[src/rtl/hdlc_addr_pkg.sv]
package hdlc_addr_pkg;

    typedef enum logic [1:0] {
        CAP_IDLE = 2'd0,
        CAP_LO   = 2'd1,
        CAP_BODY = 2'd2
    } cap_state_e;

endpackage

[src/rtl/hdlc_addr_capture.sv]
module hdlc_addr_capture
    import hdlc_addr_pkg::*;
#(
    parameter int BYTE_W = 8,
    localparam int FLD_W = 2 * BYTE_W
) (
    input  logic              clk,
    input  logic              rst_n,
    input  logic              byte_vld_i,
    input  logic [BYTE_W-1:0] byte_i,
    input  logic              sof_i,
    input  logic              eof_i,
    output logic [FLD_W-1:0]  fld_o,
    output logic              take_o,
    output logic              runt_o
);

    typedef struct packed {
        cap_state_e        st;
        logic [BYTE_W-1:0] lo;
    } cap_t;

    cap_t cap_d, cap_q;

    always_comb begin
        cap_d  = cap_q;
        take_o = 1'b0;
        runt_o = 1'b0;
        if (byte_vld_i) begin
            if (sof_i) begin
                if (eof_i) begin
                    runt_o   = 1'b1;
                    cap_d.st = CAP_IDLE;
                end else begin
                    cap_d.lo = byte_i;
                    cap_d.st = CAP_LO;
                end
            end else begin
                unique case (cap_q.st)
                    CAP_LO: begin
                        take_o   = 1'b1;
                        cap_d.st = eof_i ? CAP_IDLE : CAP_BODY;
                    end
                    CAP_BODY: begin
                        if (eof_i) cap_d.st = CAP_IDLE;
                    end
                    default: cap_d.st = CAP_IDLE;
                endcase
            end
        end
    end

    assign fld_o = {byte_i, cap_q.lo};

    always_ff @(posedge clk or negedge rst_n) begin
        if (!rst_n) begin
            cap_q.st <= CAP_IDLE;
            cap_q.lo <= '0;
        end else begin
            cap_q <= cap_d;
        end
    end

endmodule

[src/rtl/hdlc_addr_match.sv]
module hdlc_addr_match #(
    parameter int NUM_ADDR = 4,
    parameter int ADDR_W   = 16,
    localparam int IDX_W   = (NUM_ADDR > 1) ? $clog2(NUM_ADDR) : 1
) (
    input  logic [ADDR_W-1:0]          fld_i,
    input  logic [ADDR_W-1:0]          mask_i,
    input  logic [NUM_ADDR*ADDR_W-1:0] addr_i,
    output logic                       hit_o,
    output logic [IDX_W-1:0]           idx_o
);

    logic [NUM_ADDR-1:0] hit;

    for (genvar g = 0; g < NUM_ADDR; g++) begin : g_ent
        assign hit[g] = ~|((fld_i ^ addr_i[g*ADDR_W +: ADDR_W]) & mask_i);
    end

    always_comb begin
        idx_o = '0;
        for (int i = NUM_ADDR - 1; i >= 0; i--) begin
            if (hit[i]) idx_o = IDX_W'(i);
        end
    end

    assign hit_o = |hit;

endmodule

[src/rtl/hdlc_addr_filter.sv]
module hdlc_addr_filter #(
    parameter int NUM_ADDR = 4,
    parameter int BYTE_W   = 8,
    localparam int ADDR_W  = 2 * BYTE_W,
    localparam int IDX_W   = (NUM_ADDR > 1) ? $clog2(NUM_ADDR) : 1
) (
    input  logic                       clk,
    input  logic                       rst_n,
    input  logic                       byte_vld_i,
    input  logic [BYTE_W-1:0]          byte_i,
    input  logic                       sof_i,
    input  logic                       eof_i,
    input  logic [ADDR_W-1:0]          cfg_mask_i,
    input  logic [NUM_ADDR*ADDR_W-1:0] cfg_addr_i,
    output logic                       dec_vld_o,
    output logic                       accept_o,
    output logic                       discard_o,
    output logic [IDX_W-1:0]           idx_o
);

    typedef struct packed {
        logic             dec;
        logic             acc;
        logic             dis;
        logic [IDX_W-1:0] idx;
    } verdict_t;

    verdict_t vd_d, vd_q;

    logic [ADDR_W-1:0] fld;
    logic              take;
    logic              runt;
    logic              any_hit;
    logic [IDX_W-1:0]  hit_idx;

    hdlc_addr_capture #(
        .BYTE_W (BYTE_W)
    ) u_cap (
        .clk        (clk),
        .rst_n      (rst_n),
        .byte_vld_i (byte_vld_i),
        .byte_i     (byte_i),
        .sof_i      (sof_i),
        .eof_i      (eof_i),
        .fld_o      (fld),
        .take_o     (take),
        .runt_o     (runt)
    );

    hdlc_addr_match #(
        .NUM_ADDR (NUM_ADDR),
        .ADDR_W   (ADDR_W)
    ) u_cmp (
        .fld_i  (fld),
        .mask_i (cfg_mask_i),
        .addr_i (cfg_addr_i),
        .hit_o  (any_hit),
        .idx_o  (hit_idx)
    );

    always_comb begin
        vd_d     = vd_q;
        vd_d.dec = take | runt;
        vd_d.acc = take & any_hit;
        vd_d.dis = runt | (take & ~any_hit);
        if (take && any_hit) vd_d.idx = hit_idx;
    end

    always_ff @(posedge clk or negedge rst_n) begin
        if (!rst_n) begin
            vd_q <= '0;
        end else begin
            vd_q <= vd_d;
        end
    end

    assign dec_vld_o = vd_q.dec;
    assign accept_o  = vd_q.acc;
    assign discard_o = vd_q.dis;
    assign idx_o     = vd_q.idx;

endmodule

[config.mk]
export PLATFORM = sky130hd
export DESIGN_NAME = hdlc_addr_filter
export DESIGN_NICKNAME = d
export VERILOG_FILES = /design/src/rtl/hdlc_addr_pkg.sv /design/src/rtl/hdlc_addr_capture.sv /design/src/rtl/hdlc_addr_match.sv /design/src/rtl/hdlc_addr_filter.sv
export SDC_FILE = /design/constraint.sdc
export NUM_CORES = 1
export LEC_CHECK = 0
export BUFFER_PORTS_ARGS = -buffer_cell sky130_fd_sc_hd__buf_2
export CORE_MARGIN = 4
export CORE_UTILIZATION = 40
export CTS_BUF_LIST = sky130_fd_sc_hd__clkbuf_2
export CTS_CLUSTER_DIAMETER = 120
export DETAILED_ROUTE_END_ITERATION = 16
export PLACE_DENSITY = 0.79
export SLEW_MARGIN = 0
export SYNTH_ARGS = -nofsm -noshare
export SYNTH_HDL_FRONTEND = slang
export SYNTH_SLANG_ARGS = --single-unit
[constraint.sdc]
create_clock -name clk -period 1.45 [get_ports clk]
set_input_delay 0.0725 -clock clk [delete_from_list [all_inputs] [get_ports clk]]
set_output_delay 0.0725 -clock clk [all_outputs]
set_load 0.02 [all_outputs]
==> results of run 1 <==
cells in the final DEF, fill, tap and decap left out, drive strengths merged, types with 4 or more instances in the layout:
cell type    netlist  final
nand4              8      8
xor2              64     64
o21ai              4      4
buf               16     98
dfrtp             15     15
clkbuf             0      4
mux2               8      8
nor2               6      6
a22oi             32     32
inv                4      4
dlygate4sd3        0      4
flip-flops by register name (all words and copies together) (netlist names):
name and flops:
dec_vld_o 1, accept_o 1, u_cap.cap_q 2, idx_o 2, u_cap.fld_o 8, discard_o 1
cell type report:
type | instances | area share
Clock buffer | 4 | 0.00943
Inverter | 4 | 0.00708
Sequential cell | 15 | 0.182
Timing Repair Buffer | 102 | 0.251
Tap cell | 48 | 0.0283
Multi-Input combinational cell | 136 | 0.522
where the power goes:
group,switching [mW],internal [mW]
clock,0.137,0.0731
combinational,0.314,0.355
sequential,0.0932,0.484
total,0.545,0.913
cell families (layout without fill, tap and decap cells):
group           count (synthesis)  count (layout)  share of synthesized area
xor+xnor                       64              64                      0.351
compound gates                 42              42                      0.197
simple gates                   22              22                     0.0729
buf+inv                        20             110                     0.0870
flops                          15              15                      0.235
mux                             8               8                     0.0564
metrics by stage:
| step | total power, mW | instances |
|---|---|---|
| after global routing | 1.58 | 309 |
| final | 1.46 | 309 |
| after global placement | 1.21 | 301 |
| after CTS | 1.46 | 308 |
| after floorplan | 1.04 | 171 |
| after detailed placement | 1.23 | 301 |
worst max-delay path, stage by stage (launching register included):
cell and delay, ps:
dfrtp_2 480, xor2_1 150, a22oi_1 240, nand4_1 190, nor2_2 200, nor4_2 80
a21bo_2 190
layer usage:
metal	share of wire	GRT usage	routed length [um]	vias to the layer above
met5	0	0	0	-
met3	0.082	0.0327	355	5
met2	0.50	0.302	2150	60
li1	-	-	-	782
met4	0.0081	0.0376	35	0
met1	0.41	0.214	1780	702
how the worst min path moves through the flow:
| stage | end | slack, ps | cells after the start |
|---|---|---|---|
| finish | u_cap.fld_o[0] | 100 | 2 |
| global route | u_cap.fld_o[2] | 90 | 2 |
| CTS | u_cap.cap_q[9] | 5 | 2 |
| detailed placement | u_cap.cap_q[9] | -0.005 | 1 |
| global placement | u_cap.cap_q[9] | -6 | 1 |
| floorplan | accept_o | -220 | 0 |
timing repair:
action | 4_1_cts | 5_1_grt
gates resized for setup | 8 | 7
buffers inserted | 0 | 0
hold buffers | 3 | 1
pin swaps | 12 | 9
hold endpoints to repair | 17 | 1
setup endpoints to repair | 4 | 4
==> key figures, run 1 <==
CTS
  • Clk Tree Root Cell: clkbuf_2
  • CTS tree: done
  • CTS max path bufs: 2
  • Clock Latency Late Sink: approximately 290 ps
  • Clock sink count: 15
  • CTS H-tree lvls: 1
  • Reg clk slew, reported paths: ~150 ps
  • Clock buffer count from CTS: 3

Worst setup path
  • Kind of critical path: flip-flop to flip-flop
  • Worst EP arrival: about 1800 ps
  • Setup crit start: u_cap.fld_o[6]
  • Reg2reg end: discard_o
  • Maximum fanout along the worst path: 5
  • Crit. End Element: flip-flop
  • CP endpoint: discard_o
  • CP required: ~1700 ps
  • Worst Reg-to-Reg Cells: 6
  • Reg-to-Reg Start: u_cap.fld_o[6]
  • Crit start category: flip-flop
  • R2R setup slack: -160 ps

Run status
  • Failing checks: negative setup slack
  • Status: finished, violations left

Die
  • I/O Pins: a little under 100
  • Die Ht: slightly above 70 um
  • Die Span X: ~70 um
  • Core Region: ~0.0038 mm^2
  • Die area: 0.00507 mm^2
  • FP Rows: 22
  • Initial Util: 0.423

Finish
  • Fin nets: around 360
  • ANT cells: 0
  • Layout area overhead: 32.9%
  • Multi-input combinational cell area: 0.00111 mm^2
  • Final non-filler cell area: between 0.002 and 0.0025 mm^2
  • Fillcell total: between 300 and 400
  • Final core utilization: 0.563
  • Fraction of layout cells with a size suffix above 1: 0.490
  • Register area: between 300 and 400 um^2

Detailed routing
  • # DRC: 0
  • Pre-antenna DRT Iters: 4
  • Via density: ~5
  • ANT nets after route: 0
  • Drt total wl: approximately 4300 um
  • Iteration-0 DRC count of the detailed router: 36
  • Routed len/inst: 14.0 um
  • Vias: ~1500

Yosys
  • Mapped Area: 0.00160 mm^2
  • Top-count cell post-synth: xor2_1
  • Mean Syn Cell Area: 9.34 um^2
  • Distinct cells, synth: 23
  • Synth Warn #: 0
  • Cells after Synth: between 150 and 200
  • Syn Nets: between 200 and 300
  • Fraction of registers with async set/reset: 1.00
  • Number of flops mapped to enable cells by yosys: 0
  • Synth area leader: xor2_1
  • Register area share after synthesis: 0.235
  • Post-synth top cells: xor2_1, a22oi_1, dfrtp_1
  • Synth top area share: 0.351
  • Top post-synthesis cells by area: xor2_1, dfrtp_1, a22oi_1, mux2_2, buf_6
  • Synthesized flop and latch total: 15
  • Predominant post-synthesis flop cell: dfrtp_1

STA
  • Clock Skews: between 7 and 8 ps
  • Final period util: 1.11
  • Final Slew Violations: 0
  • # setup viols final: 4
  • Final WS setup: -159 ps
  • Maximum clock rate: just over 600 MHz
  • Clock period minus worst slack: approximately 1600 ps
  • Slew @ Worst Pin: about 360 ps
  • Total negative setup slack: -457 ps
  • Worst slew margin: 0.758
  • Final hold viol count: 0
  • Hold Worst Slack: between 100 and 150 ps
  • RSZ-0062 raised after global routing: true

GRT
  • Initial antenna violation count: 0
  • Global-route wire length before repair: just over 7000 um
  • Gr usage total: 0.171
  • Largest net degree at the start of global routing: 16
  • Vias in the first global route: 1627
  • GRT overflow: 0

Worst hold path
  • Worst hold-check path type: primary input to flip-flop
  • Worst hold start: byte_i[0]

Place
  • Pre-CTS setup slack: -235 ps
  • Placer Congestion: slightly below 0.9
  • Detail Placement HPWL: approximately 3800 um
  • Buffers added on ports: 97
  • Post-DP Area: ~0.0020 mm^2

Power
  • VDD IR max: between 300 and 400 uV
  • PD cells: 687 mW/mm^2
  • LEAKAGE: between 1 and 1.5 nW

Run
  • MaxCap Viol Count: 0
Power figures use the tool's default switching activity.
==> inputs of run 2 (changes only) <==
- CORE_UTILIZATION: 40 -> 45
- PLACE_DENSITY: 0.79 -> 0.84
- clock period: 1.45 -> 1.7 ns (I/O delays scaled with it)
==> key figures, run 2 (synthesized netlist as in run 1, its figures left out) <==
Power
  • Internal Power: just under 0.8 mW
  • Switch share: 0.375
  • VDD IR max: 370 uV
  • Combinational Power Share: 0.457
  • Net Switching: around 0.46 mW
  • PD cells: ~600 mW/mm^2
  • LEAKAGE: about 1.0 nW
  • Clk pwr share: 0.146
  • Share of power burned in registers: 0.397

Worst setup path
  • WP buf/inv: 0
  • Kind of critical path: flip-flop to flip-flop
  • Setup crit start: u_cap.fld_o[6]
  • CP peak stage delay: between 400 and 500 ps
  • Reg-to-Reg Start: u_cap.fld_o[6]
  • CP Cell Sequence: xor2_1 -> a22oi_1 -> nand4_1 -> nor2_2 -> nor4_2 -> a21bo_2
  • CP required: 1900 ps
  • Critical path's top delay family: flip-flops
  • Maximum fanout along the worst path: 5
  • Crit. End Element: flip-flop
  • Worst EP arrival: between 1500 and 2000 ps
  • CP max-delay cell: dfrtp_2
  • Crit start category: flip-flop

Die
  • Die Ht: 67.6 um
  • Die Span X: 67.6 um
  • Core Region: 0.00339 mm^2
  • Die area: roughly 0.0046 mm^2
  • Initial Util: 0.471
  • FP Rows: 21
  • I/O Pins: 98

Run
  • MaxCap Viol Count: 0

Detailed routing
  • Via density: 5.23
  • Vias: between 1500 and 2000
  • Routed len/inst: 14.7 um
  • ANT nets after route: 0
  • Top routing layer used: met4
  • WL met3: between 400 and 500 um
  • Iteration-0 DRC count of the detailed router: 65
  • # DRC: 0
  • Drt total wl: 4470 um
  • Met2 WL: ~2200 um
  • M1 WL: around 1700 um
  • Pre-antenna DRT Iters: 5

STA
  • # setup viols final: 0
  • Final period util: 0.974
  • Clock period minus worst slack: roughly 1700 ps
  • Worst slew margin: 0.663
  • Hold Worst Slack: 25.7 ps
  • RSZ-0062 raised after global routing: true
  • Final Slew Violations: 0
  • Maximum clock rate: 604 MHz
  • Slew @ Worst Pin: around 500 ps
  • Final hold viol count: 0
  • Clock Skews: about 5.5 ps

GRT
  • Largest net degree at the start of global routing: 16
  • Gr usage total: 0.198
  • GRT overflow: 0
  • Vias in the first global route: 1535
  • Global-route wire length before repair: just under 7000 um
  • Initial antenna violation count: 0

CTS
  • Clock sink count: 15
  • Clock Latency Late Sink: roughly 300 ps
  • CTS H-tree lvls: 1
  • CTS max path bufs: 2
  • Clk Tree Root Cell: clkbuf_2
  • Clock buffer count from CTS: 3
  • Reg clk slew, reported paths: 150 ps
  • CTS tree: done

Place
  • Buffers added on ports: 97
  • Placed Cells: about 300
  • Post-DP Area: roughly 0.0020 mm^2
  • Detail Placement HPWL: ~3800 um
  • Placer Congestion: ~0.90

Worst hold path
  • Worst hold-check path type: primary input to flip-flop
  • Worst hold start: byte_vld_i

Finish
  • ANT cells: 0
  • Fin nets: 352
  • Layout area overhead: 31.0%
  • Non-Filler Instances: ~300
  • Most frequent cells in the layout: buf_2, xor2_1, a22oi_1
  • Largest register FFs: 8
  • Final core utilization: 0.617
  • Commonest non-fill, non-tap cell in the layout: buf_2
  • Final non-filler cell area: approximately 0.0021 mm^2
  • Fraction of layout cells with a size suffix above 1: 0.484

Run status
  • Status: complete, no violations
run 2: cell types whose count changed in the layout (fill, tap and decap cells not counted):
cell           change
dfrtp_1            +2
dfrtp_2            -2
dlygate4sd3_1      -2
o21ai_0            +2
o21ai_1            -2
a22oi_1            +1
a22oi_2            -1
buf_4              -1
xor2_1             -1
xor2_2             +1
run 2: final timing paths:
kind,to,slack (ps),depth (start not counted)
setup / recovery,discard_o,40,6
hold / removal,u_cap.cap_q[9],30,2
setup reg to reg,discard_o,40,6
hold reg to reg,idx_o[1],520,2
max in group asynchronous,u_cap.fld_o[0],1230,2
min in group asynchronous,idx_o[0],200,2
run 2: worst register-to-register path: stages (launching register included):
cell	delay, ps
dfrtp_2	490
xor2_1	170
a22oi_1	220
nand4_1	170
nor2_2	220
nor4_2	90
a21bo_2	210
run 2: through the flow:
step | TNS, ps | total power [mW] | setup slack [ps]
2_1_floorplan | 0 | 0.880 | 217
3_3_place_gp | 0 | 1.02 | 114
3_5_place_dp | 0 | 1.04 | 58.0
4_1_cts | 0 | 1.22 | 32.5
5_1_grt | -11.2 | 1.33 | -5.74
6_report | 0 | 1.24 | 43.5
run 2: per-layer routing:
metal / track usage / vias to the layer above
met5: 0 / -
met4: 0.0430 / 0
met3: 0.0399 / 7
met2: 0.356 / 76
met1: 0.241 / 731
li1: - / 775
run 2: cell type report:
cell class                 count  area [um^2]
clock buffer                   4         20.0
sequential                    15          383
fill                         304         1300
multi-input combinational    136         1110
timing repair buffer          99          505
inverter                       4         15.0
tap                           46         57.6
run 2: power groups by stage:
stage                     combinational, mW  clock (mW)  sequential (mW)
final                                 0.565       0.180            0.492
after detailed placement              0.549           0            0.491
after CTS                             0.555       0.180            0.484
after floorplan                       0.439           0            0.441
after global placement                0.537           0            0.486
after global routing                  0.628       0.197            0.503
run 2: repair_timing:
action	in CTS	in global routing
setup buffers	0	0
hold buffers	2	0
endpoints found under the hold margin	16	0
resized for setup	0	14
endpoints found under the setup margin	0	4
